### src/rtl/chbound_pkg.sv
package chbound_pkg;
  localparam int CHAR_W    = 10;
  localparam int NUM_SHIFT = CHAR_W;
  localparam int SHIFT_W   = $clog2(NUM_SHIFT);
  localparam int PAIR_W    = 2 * CHAR_W;

  typedef logic [CHAR_W-1:0]  char_t;
  typedef logic [SHIFT_W-1:0] shift_t;

  typedef enum logic [1:0] {
    CTL_SYM0 = 2'd0,
    CTL_SYM1 = 2'd1,
    CTL_SYM2 = 2'd2,
    CTL_SYM3 = 2'd3
  } ctl_code_e;

  typedef struct packed {
    logic      hit;
    ctl_code_e code;
  } ctl_match_t;

  localparam char_t CTL_PAT0 = 10'b1101010100;
  localparam char_t CTL_PAT1 = 10'b0010101011;
  localparam char_t CTL_PAT2 = 10'b0101010100;
  localparam char_t CTL_PAT3 = 10'b1010101011;

  // Maps a 10-bit window to a marker identity, or no hit.
  function automatic ctl_match_t ctl_classify(input char_t w);
    ctl_match_t m;
    m.hit  = 1'b1;
    m.code = CTL_SYM0;
    case (w)
      CTL_PAT0: m.code = CTL_SYM0;
      CTL_PAT1: m.code = CTL_SYM1;
      CTL_PAT2: m.code = CTL_SYM2;
      CTL_PAT3: m.code = CTL_SYM3;
      default:  m.hit  = 1'b0;
    endcase
    return m;
  endfunction
endpackage

### src/rtl/chbound_scan.sv
module chbound_scan
  import chbound_pkg::*;
(
  input  char_t     cur_word,
  input  char_t     prev_word,
  output logic      hit,
  output shift_t    hit_shift,
  output ctl_code_e hit_code
);
  logic [PAIR_W-1:0] pair;
  ctl_match_t        match [NUM_SHIFT];

  assign pair = {cur_word, prev_word};

  for (genvar k = 0; k < NUM_SHIFT; k++) begin : g_pos
    assign match[k] = ctl_classify(pair[k +: CHAR_W]);
  end

  // Scan downward so that the lowest matching offset wins.
  always_comb begin
    hit       = 1'b0;
    hit_shift = '0;
    hit_code  = CTL_SYM0;
    for (int k = NUM_SHIFT - 1; k >= 0; k--) begin
      if (match[k].hit) begin
        hit       = 1'b1;
        hit_shift = shift_t'(k);
        hit_code  = match[k].code;
      end
    end
  end
endmodule

### src/rtl/chbound_runtrk.sv
module chbound_runtrk
  import chbound_pkg::*;
#(
  parameter int RUN_LEN = 8
) (
  input  logic      clk,
  input  logic      rst_n,
  input  logic      hit,
  input  shift_t    hit_shift,
  input  ctl_code_e hit_code,
  output logic      locked,
  output shift_t    cur_shift,
  output shift_t    next_shift,
  output logic      relock
);
  localparam int             CNT_W   = $clog2(RUN_LEN + 1);
  localparam logic [CNT_W-1:0] CNT_TOP = CNT_W'(RUN_LEN);

  logic [CNT_W-1:0] cnt_q, cnt_d;
  logic             last_hit_q;
  ctl_code_e        last_code_q;
  shift_t           last_shift_q;
  shift_t           shift_q, shift_d;
  logic             locked_q, locked_d;
  logic             pulse_q;
  logic             same_run, adopt, tag_en;

  always_comb begin
    same_run = hit && last_hit_q && (hit_code == last_code_q) &&
               (hit_shift == last_shift_q);
    if (!hit)                 cnt_d = '0;
    else if (!same_run)       cnt_d = CNT_W'(1);
    else if (cnt_q == CNT_TOP) cnt_d = cnt_q;
    else                      cnt_d = cnt_q + 1'b1;
    adopt    = (cnt_d == CNT_TOP) && (!locked_q || (hit_shift != shift_q));
    shift_d  = adopt ? hit_shift : shift_q;
    locked_d = locked_q | adopt;
    tag_en   = hit;
  end

  always_ff @(posedge clk or negedge rst_n) begin
    if (!rst_n) begin
      cnt_q        <= '0;
      last_hit_q   <= 1'b0;
      last_code_q  <= CTL_SYM0;
      last_shift_q <= '0;
      shift_q      <= '0;
      locked_q     <= 1'b0;
      pulse_q      <= 1'b0;
    end else begin
      cnt_q      <= cnt_d;
      last_hit_q <= hit;
      if (tag_en) begin
        last_code_q  <= hit_code;
        last_shift_q <= hit_shift;
      end
      shift_q  <= shift_d;
      locked_q <= locked_d;
      pulse_q  <= adopt;
    end
  end

  assign locked     = locked_q;
  assign cur_shift  = shift_q;
  assign next_shift = shift_d;
  assign relock     = pulse_q;

  AST_RUN_BOUND: assert property (@(posedge clk) disable iff (!rst_n)
    cnt_q <= CNT_TOP);
  AST_PULSE_AFTER_FULL_RUN: assert property (@(posedge clk) disable iff (!rst_n)
    pulse_q |-> (cnt_q == CNT_TOP));
  AST_LOCK_STICKY: assert property (@(posedge clk) disable iff (!rst_n)
    locked_q |=> locked_q);
  AST_SHIFT_ONLY_ON_PULSE: assert property (@(posedge clk) disable iff (!rst_n)
    !pulse_q |-> $stable(shift_q));
  AST_FIRST_LOCK_PULSE: assert property (@(posedge clk) disable iff (!rst_n)
    $rose(locked_q) |-> pulse_q);
endmodule

### src/rtl/chbound_align.sv
module chbound_align
  import chbound_pkg::*;
(
  input  logic   clk,
  input  logic   rst_n,
  input  char_t  cur_word,
  input  char_t  prev_word,
  input  shift_t sel,
  output char_t  char_out
);
  localparam shift_t SEL_MAX = shift_t'(NUM_SHIFT - 1);

  logic [PAIR_W-1:0] pair;
  char_t             win [NUM_SHIFT];
  char_t             char_d, char_q;

  assign pair = {cur_word, prev_word};

  for (genvar k = 0; k < NUM_SHIFT; k++) begin : g_win
    assign win[k] = pair[k +: CHAR_W];
  end

  always_comb begin
    char_d = (sel <= SEL_MAX) ? win[sel] : '0;
  end

  always_ff @(posedge clk or negedge rst_n) begin
    if (!rst_n) char_q <= '0;
    else        char_q <= char_d;
  end

  assign char_out = char_q;
endmodule

### src/rtl/chbound_sync.sv
module chbound_sync
  import chbound_pkg::*;
#(
  parameter int RUN_LEN = 8
) (
  input  logic              clk,
  input  logic              rst_n,
  input  logic [CHAR_W-1:0] word_in,
  output logic [CHAR_W-1:0] char_out,
  output logic              locked,
  output logic [SHIFT_W-1:0] align_shift,
  output logic              relock_pulse
);
  logic [1:0] rst_pipe_q;
  logic       srst_n;
  char_t      prev_q, prev_d;
  logic       scan_hit;
  shift_t     scan_shift;
  ctl_code_e  scan_code;
  shift_t     shift_now, shift_next;

  // Asynchronous assertion, synchronous release.
  always_ff @(posedge clk or negedge rst_n) begin
    if (!rst_n) rst_pipe_q <= '0;
    else        rst_pipe_q <= {rst_pipe_q[0], 1'b1};
  end
  assign srst_n = rst_pipe_q[1];

  always_comb prev_d = word_in;

  always_ff @(posedge clk or negedge srst_n) begin
    if (!srst_n) prev_q <= '0;
    else         prev_q <= prev_d;
  end

  chbound_scan u_scan (
    .cur_word  (word_in),
    .prev_word (prev_q),
    .hit       (scan_hit),
    .hit_shift (scan_shift),
    .hit_code  (scan_code)
  );

  chbound_runtrk #(.RUN_LEN(RUN_LEN)) u_runtrk (
    .clk        (clk),
    .rst_n      (srst_n),
    .hit        (scan_hit),
    .hit_shift  (scan_shift),
    .hit_code   (scan_code),
    .locked     (locked),
    .cur_shift  (shift_now),
    .next_shift (shift_next),
    .relock     (relock_pulse)
  );

  chbound_align u_align (
    .clk       (clk),
    .rst_n     (srst_n),
    .cur_word  (word_in),
    .prev_word (prev_q),
    .sel       (shift_next),
    .char_out  (char_out)
  );

  assign align_shift = shift_now;

  AST_ADOPT_SHOWS_MARKER: assert property (@(posedge clk) disable iff (!srst_n)
    relock_pulse |-> ctl_classify(char_out).hit);
  AST_SHIFT_IN_RANGE: assert property (@(posedge clk) disable iff (!srst_n)
    align_shift < SHIFT_W'(NUM_SHIFT));
endmodule

### config.mk
export PLATFORM = sky130hd
export DESIGN_NAME = chbound_sync
export DESIGN_NICKNAME = d
export VERILOG_FILES = /design/src/rtl/chbound_pkg.sv /design/src/rtl/chbound_scan.sv /design/src/rtl/chbound_runtrk.sv /design/src/rtl/chbound_align.sv /design/src/rtl/chbound_sync.sv
export SDC_FILE = /design/constraint.sdc
export NUM_CORES = 1
export LEC_CHECK = 0
export ABC_AREA = 0
export CAP_MARGIN = 10
export CORE_ASPECT_RATIO = 1.75
export CORE_MARGIN = 3
export CORE_UTILIZATION = 53
export DETAILED_ROUTE_END_ITERATION = 10
export HOLD_SLACK_MARGIN = 0.03
export PLACE_DENSITY_LB_ADDON = 0.05
export SLEW_MARGIN = 5
export SYNTH_ARGS = -nofsm -noshare
export SYNTH_HDL_FRONTEND = slang
export SYNTH_SLANG_ARGS = --single-unit
### constraint.sdc
create_clock -name clk -period 1.1 [get_ports clk]
set_input_delay 0.22 -clock clk [delete_from_list [all_inputs] [get_ports clk]]
set_output_delay 0.22 -clock clk [all_outputs]
set_load 0.01 [all_outputs]
==> results.json <==
{
  "outcome": "finished, violations left",
  "violations": "negative setup slack",
  "via_per_inst": 6.684,
  "synth_nets": 362,
  "die_h_um": 108.4,
  "power_w": 0.003806,
  "worst_slack_ns": -3.248,
  "routed_wl_um": 12570,
  "clock.fmax_mhz": 230.0,
  "place.detailed.hpwl_um": 7990,
  "rsz0062_at_grt": "true",
  "power_density_mw_per_mm2": 767.4,
  "antenna_found_initial": 0,
  "fp.coreArea_mm2": 0.005675,
  "path_cells": "clkbuf_2 > buf_4 > nor3_2 > a2111o_1 > or3_4 > xor2_2 > a2111o_1 > or4b_4 > nor2_8 > mux2i_4 > inv_2 > mux2_2 > a222oi_1 > or3b_1",
  "critPathTopFamily": "simple AND/OR/NAND/NOR gates",
  "fin_crit_sh_pct": 395.3,
  "synthTopCellsByArea": "dfrtp_1 (31%), mux2_2 (5.7%), mux2i_1 (5.0%)",
  "drive_gt1_share_pct": 50.61,
  "drcViolationCount": 0,
  "fin_crit_ns": 4.348,
  "clock-sinks": 39,
  "initial_utilization_pct": 55.93,
  "post_dp_cell_area_mm2": 0.004349,
  "cts_buffer_depth": 2,
  "timing.hold.worst.class": "input pin to async pin",
  "dieArea_mm2": 0.006990,
  "root_buffer": "clkbuf_8",
  "place_congestion": 1.016,
  "setup_tns_ns": -63.94,
  "ioPinCount": 28,
  "drt_first_pass_iters": 5,
  "cts_hold_buffers": 0,
  "antennaDiodeCount": 0,
  "grt_max_degree": 26,
  "slowest_stage": "or4b_4",
  "cp-end-kind": "flop",
  "crit_fanout": 6,
  "setup_viol": 32,
  "yosysTopAreaCellShare_pct": 30.74,
  "globalRouteTotalUtil_pct": 33.59,
  "antenna_left": 0,
  "cts_buffers": 5,
  "die_w_um": 64.50,
  "syn_area_mm2": 0.003174,
  "rows": 36,
  "setup.worst_path.class": "flop to flop",
  "synthArstFlopShare_pct": 100.0,
  "reg2reg_slack_ns": -3.25,
  "cts_tree": "yes",
  "insertion_delay_ns": 0.31,
  "synth-seq-cells": 39,
  "io_buffers": 27,
  "yosys_most_used_dff": "dfrtp_1",
  "grt_pass1_vias": 3730,
  "ir_worst_vdd_mv": 0.8966,
  "drt-initial-drc-count": 420,
  "h-tree-depth": 2,
  "clk_pin_slew_ns": 0.09,
  "overflow": 0,
  "synth_edf_count": 0,
  "crit_top_cell": "a2111o_1",
  "syn_area_per_cell_um2": 9.122,
  "finalMaxSlewViolations": 0,
  "leakagePower_nw": 2.261,
  "yosys_warnings": 0,
  "crit_path_start_kind": "flop",
  "synthDistinctLibCells": 72,
  "crit_buf_inv": 3,
  "grt_pass1_wl_um": 18010,
  "crit_required_ns": 1.28,
  "hold_viol": 0,
  "synth_area_leader_cell": "dfrtp_1",
  "skew_ns": 0.01145,
  "synth-seq-area-share_pct": 30.74,
  "area_growth_syn_to_layout_pct": 56.25,
  "max-cap-violations": 0,
  "final_nets": 501,
  "synth_cells": 348,
  "r2r_cells": 14,
  "crit_arrival_ns": 4.53,
  "wl_per_cell_um": 22.28,
  "vias": 3770,
  "post-place-ws_ns": -3.507,
  "fin_area_mm2": 0.004960,
  "crit_path_max_incr_delay_ns": 0.53,
  "cp.depth": 14
}
[timing repair]
item | CTS | global route
cloned | 1 | 0
gates resized for setup | 120 | 55
buffers inserted | 11 | 8
pin swaps | 9 | 13
endpoints found under the hold margin | 0 | 0
setup endpoints to repair | 43 | 32
[cells in the final DEF, fill, tap and decap left out, types with 5 or more instances in the layout]
| cell | instances |
|---|---|
| dfrtp_1 | 33 |
| nand3b_1 | 6 |
| nand2_1 | 19 |
| clkbuf_8 | 5 |
| buf_6 | 26 |
| nor3_1 | 8 |
| buf_2 | 11 |
| nor4_2 | 6 |
| nand3_1 | 7 |
| inv_1 | 8 |
| buf_4 | 103 |
| a21oi_1 | 10 |
| clkdlybuf4s50_1 | 8 |
| dfrtp_2 | 6 |
| nor2_1 | 24 |
| mux2_2 | 12 |
| nor2b_1 | 5 |
| mux2i_1 | 10 |
| xnor2_1 | 9 |
| mux2_4 | 7 |
[layer usage]
layer	wire [µm]	vias up	track usage, %
met1	4260	1792	35.83
met3	832	103	5.301
li1	-	1602	-
met5	0	-	0
met2	6571	273	61.39
met4	903	0	19.21
[sequential cells by signal, summed over array words and instances, names as in the netlist]
| signal | count |
|---|---|
| u_runtrk.last_code_q | 2 |
| prev_q | 10 |
| u_runtrk.last_shift_q | 4 |
| u_runtrk.last_hit_q | 1 |
| u_align.char_out | 10 |
| u_runtrk.relock | 1 |
| u_runtrk.locked | 1 |
| rst_pipe_q | 2 |
| u_runtrk.cur_shift | 4 |
| u_runtrk.cnt_q | 4 |
[worst paths after layout]
kind,endpoint,start
setup / recovery,u_align.char_out[8],prev_q[6]
hold / removal,rst_pipe_q[0],rst_n
setup reg to reg,u_align.char_out[8],prev_q[6]
hold reg to reg,prev_q[6],rst_pipe_q[1]
max in group asynchronous,prev_q[1],rst_pipe_q[1]
min in group clk,prev_q[2],word_in[2]
[Yosys cell counts, types with 5 or more instances]
library cell / number
a21oi_1: 11
a2bb2oi_1: 5
buf_2: 14
clkbuf_1: 7
dfrtp_1: 39
inv_1: 9
mux2_2: 16
mux2i_1: 16
nand2_1: 23
nand2b_1: 5
nand3_1: 7
nand3b_1: 6
nor2_1: 26
nor2b_1: 5
nor3_1: 10
nor3b_1: 7
nor4_1: 12
o221ai_1: 5
xnor2_1: 9
[per-stage QoR]
stage	utilization, %	hold slack [ns]	instances
after CTS	82.03	0.06308	557
after detailed placement	76.63	0.1701	540
after floorplan	-	-0.07559	348
after global placement	76.63	0.1630	540
final	87.39	0.06788	564
after global routing	87.39	0.05809	564
[kinds of logic (layout without fill, tap and decap cells)]
group / after synthesis / count (layout) / share of synthesized area (%)
AND/OR/NAND/NOR: 148 / 148 / 29.25
AO/OA/AOI/OAI: 73 / 73 / 17.70
flip-flops: 39 / 39 / 30.75
multiplexers: 37 / 37 / 12.77
buffers and inverters: 36 / 176 / 5.321
XOR/XNOR: 12 / 12 / 3.311
adder cells (fa/ha/maj): 2 / 2 / 0.7882
other: 1 / 1 / 0.1181
[power breakdown]
group	switching, W	internal (W)	total, W
clock	0.000562	0.000444	0.00101
combinational	0.000563	0.000577	0.00114
sequential	0.000111	0.00155	0.00166
total	0.00124	0.00257	0.00381
[area by class of cell]
cell class              count  area (µm²)
flip-flops and latches     39       983.4
multi-input cells         273        2404
inverters                  11       48.80
fillers                   292       715.7
repair buffers            157        1344
well taps                  76       95.09
clock buffers               6       72.57
clock inverters             2       12.51
Note: power is estimated with default switching activity, not from simulation.
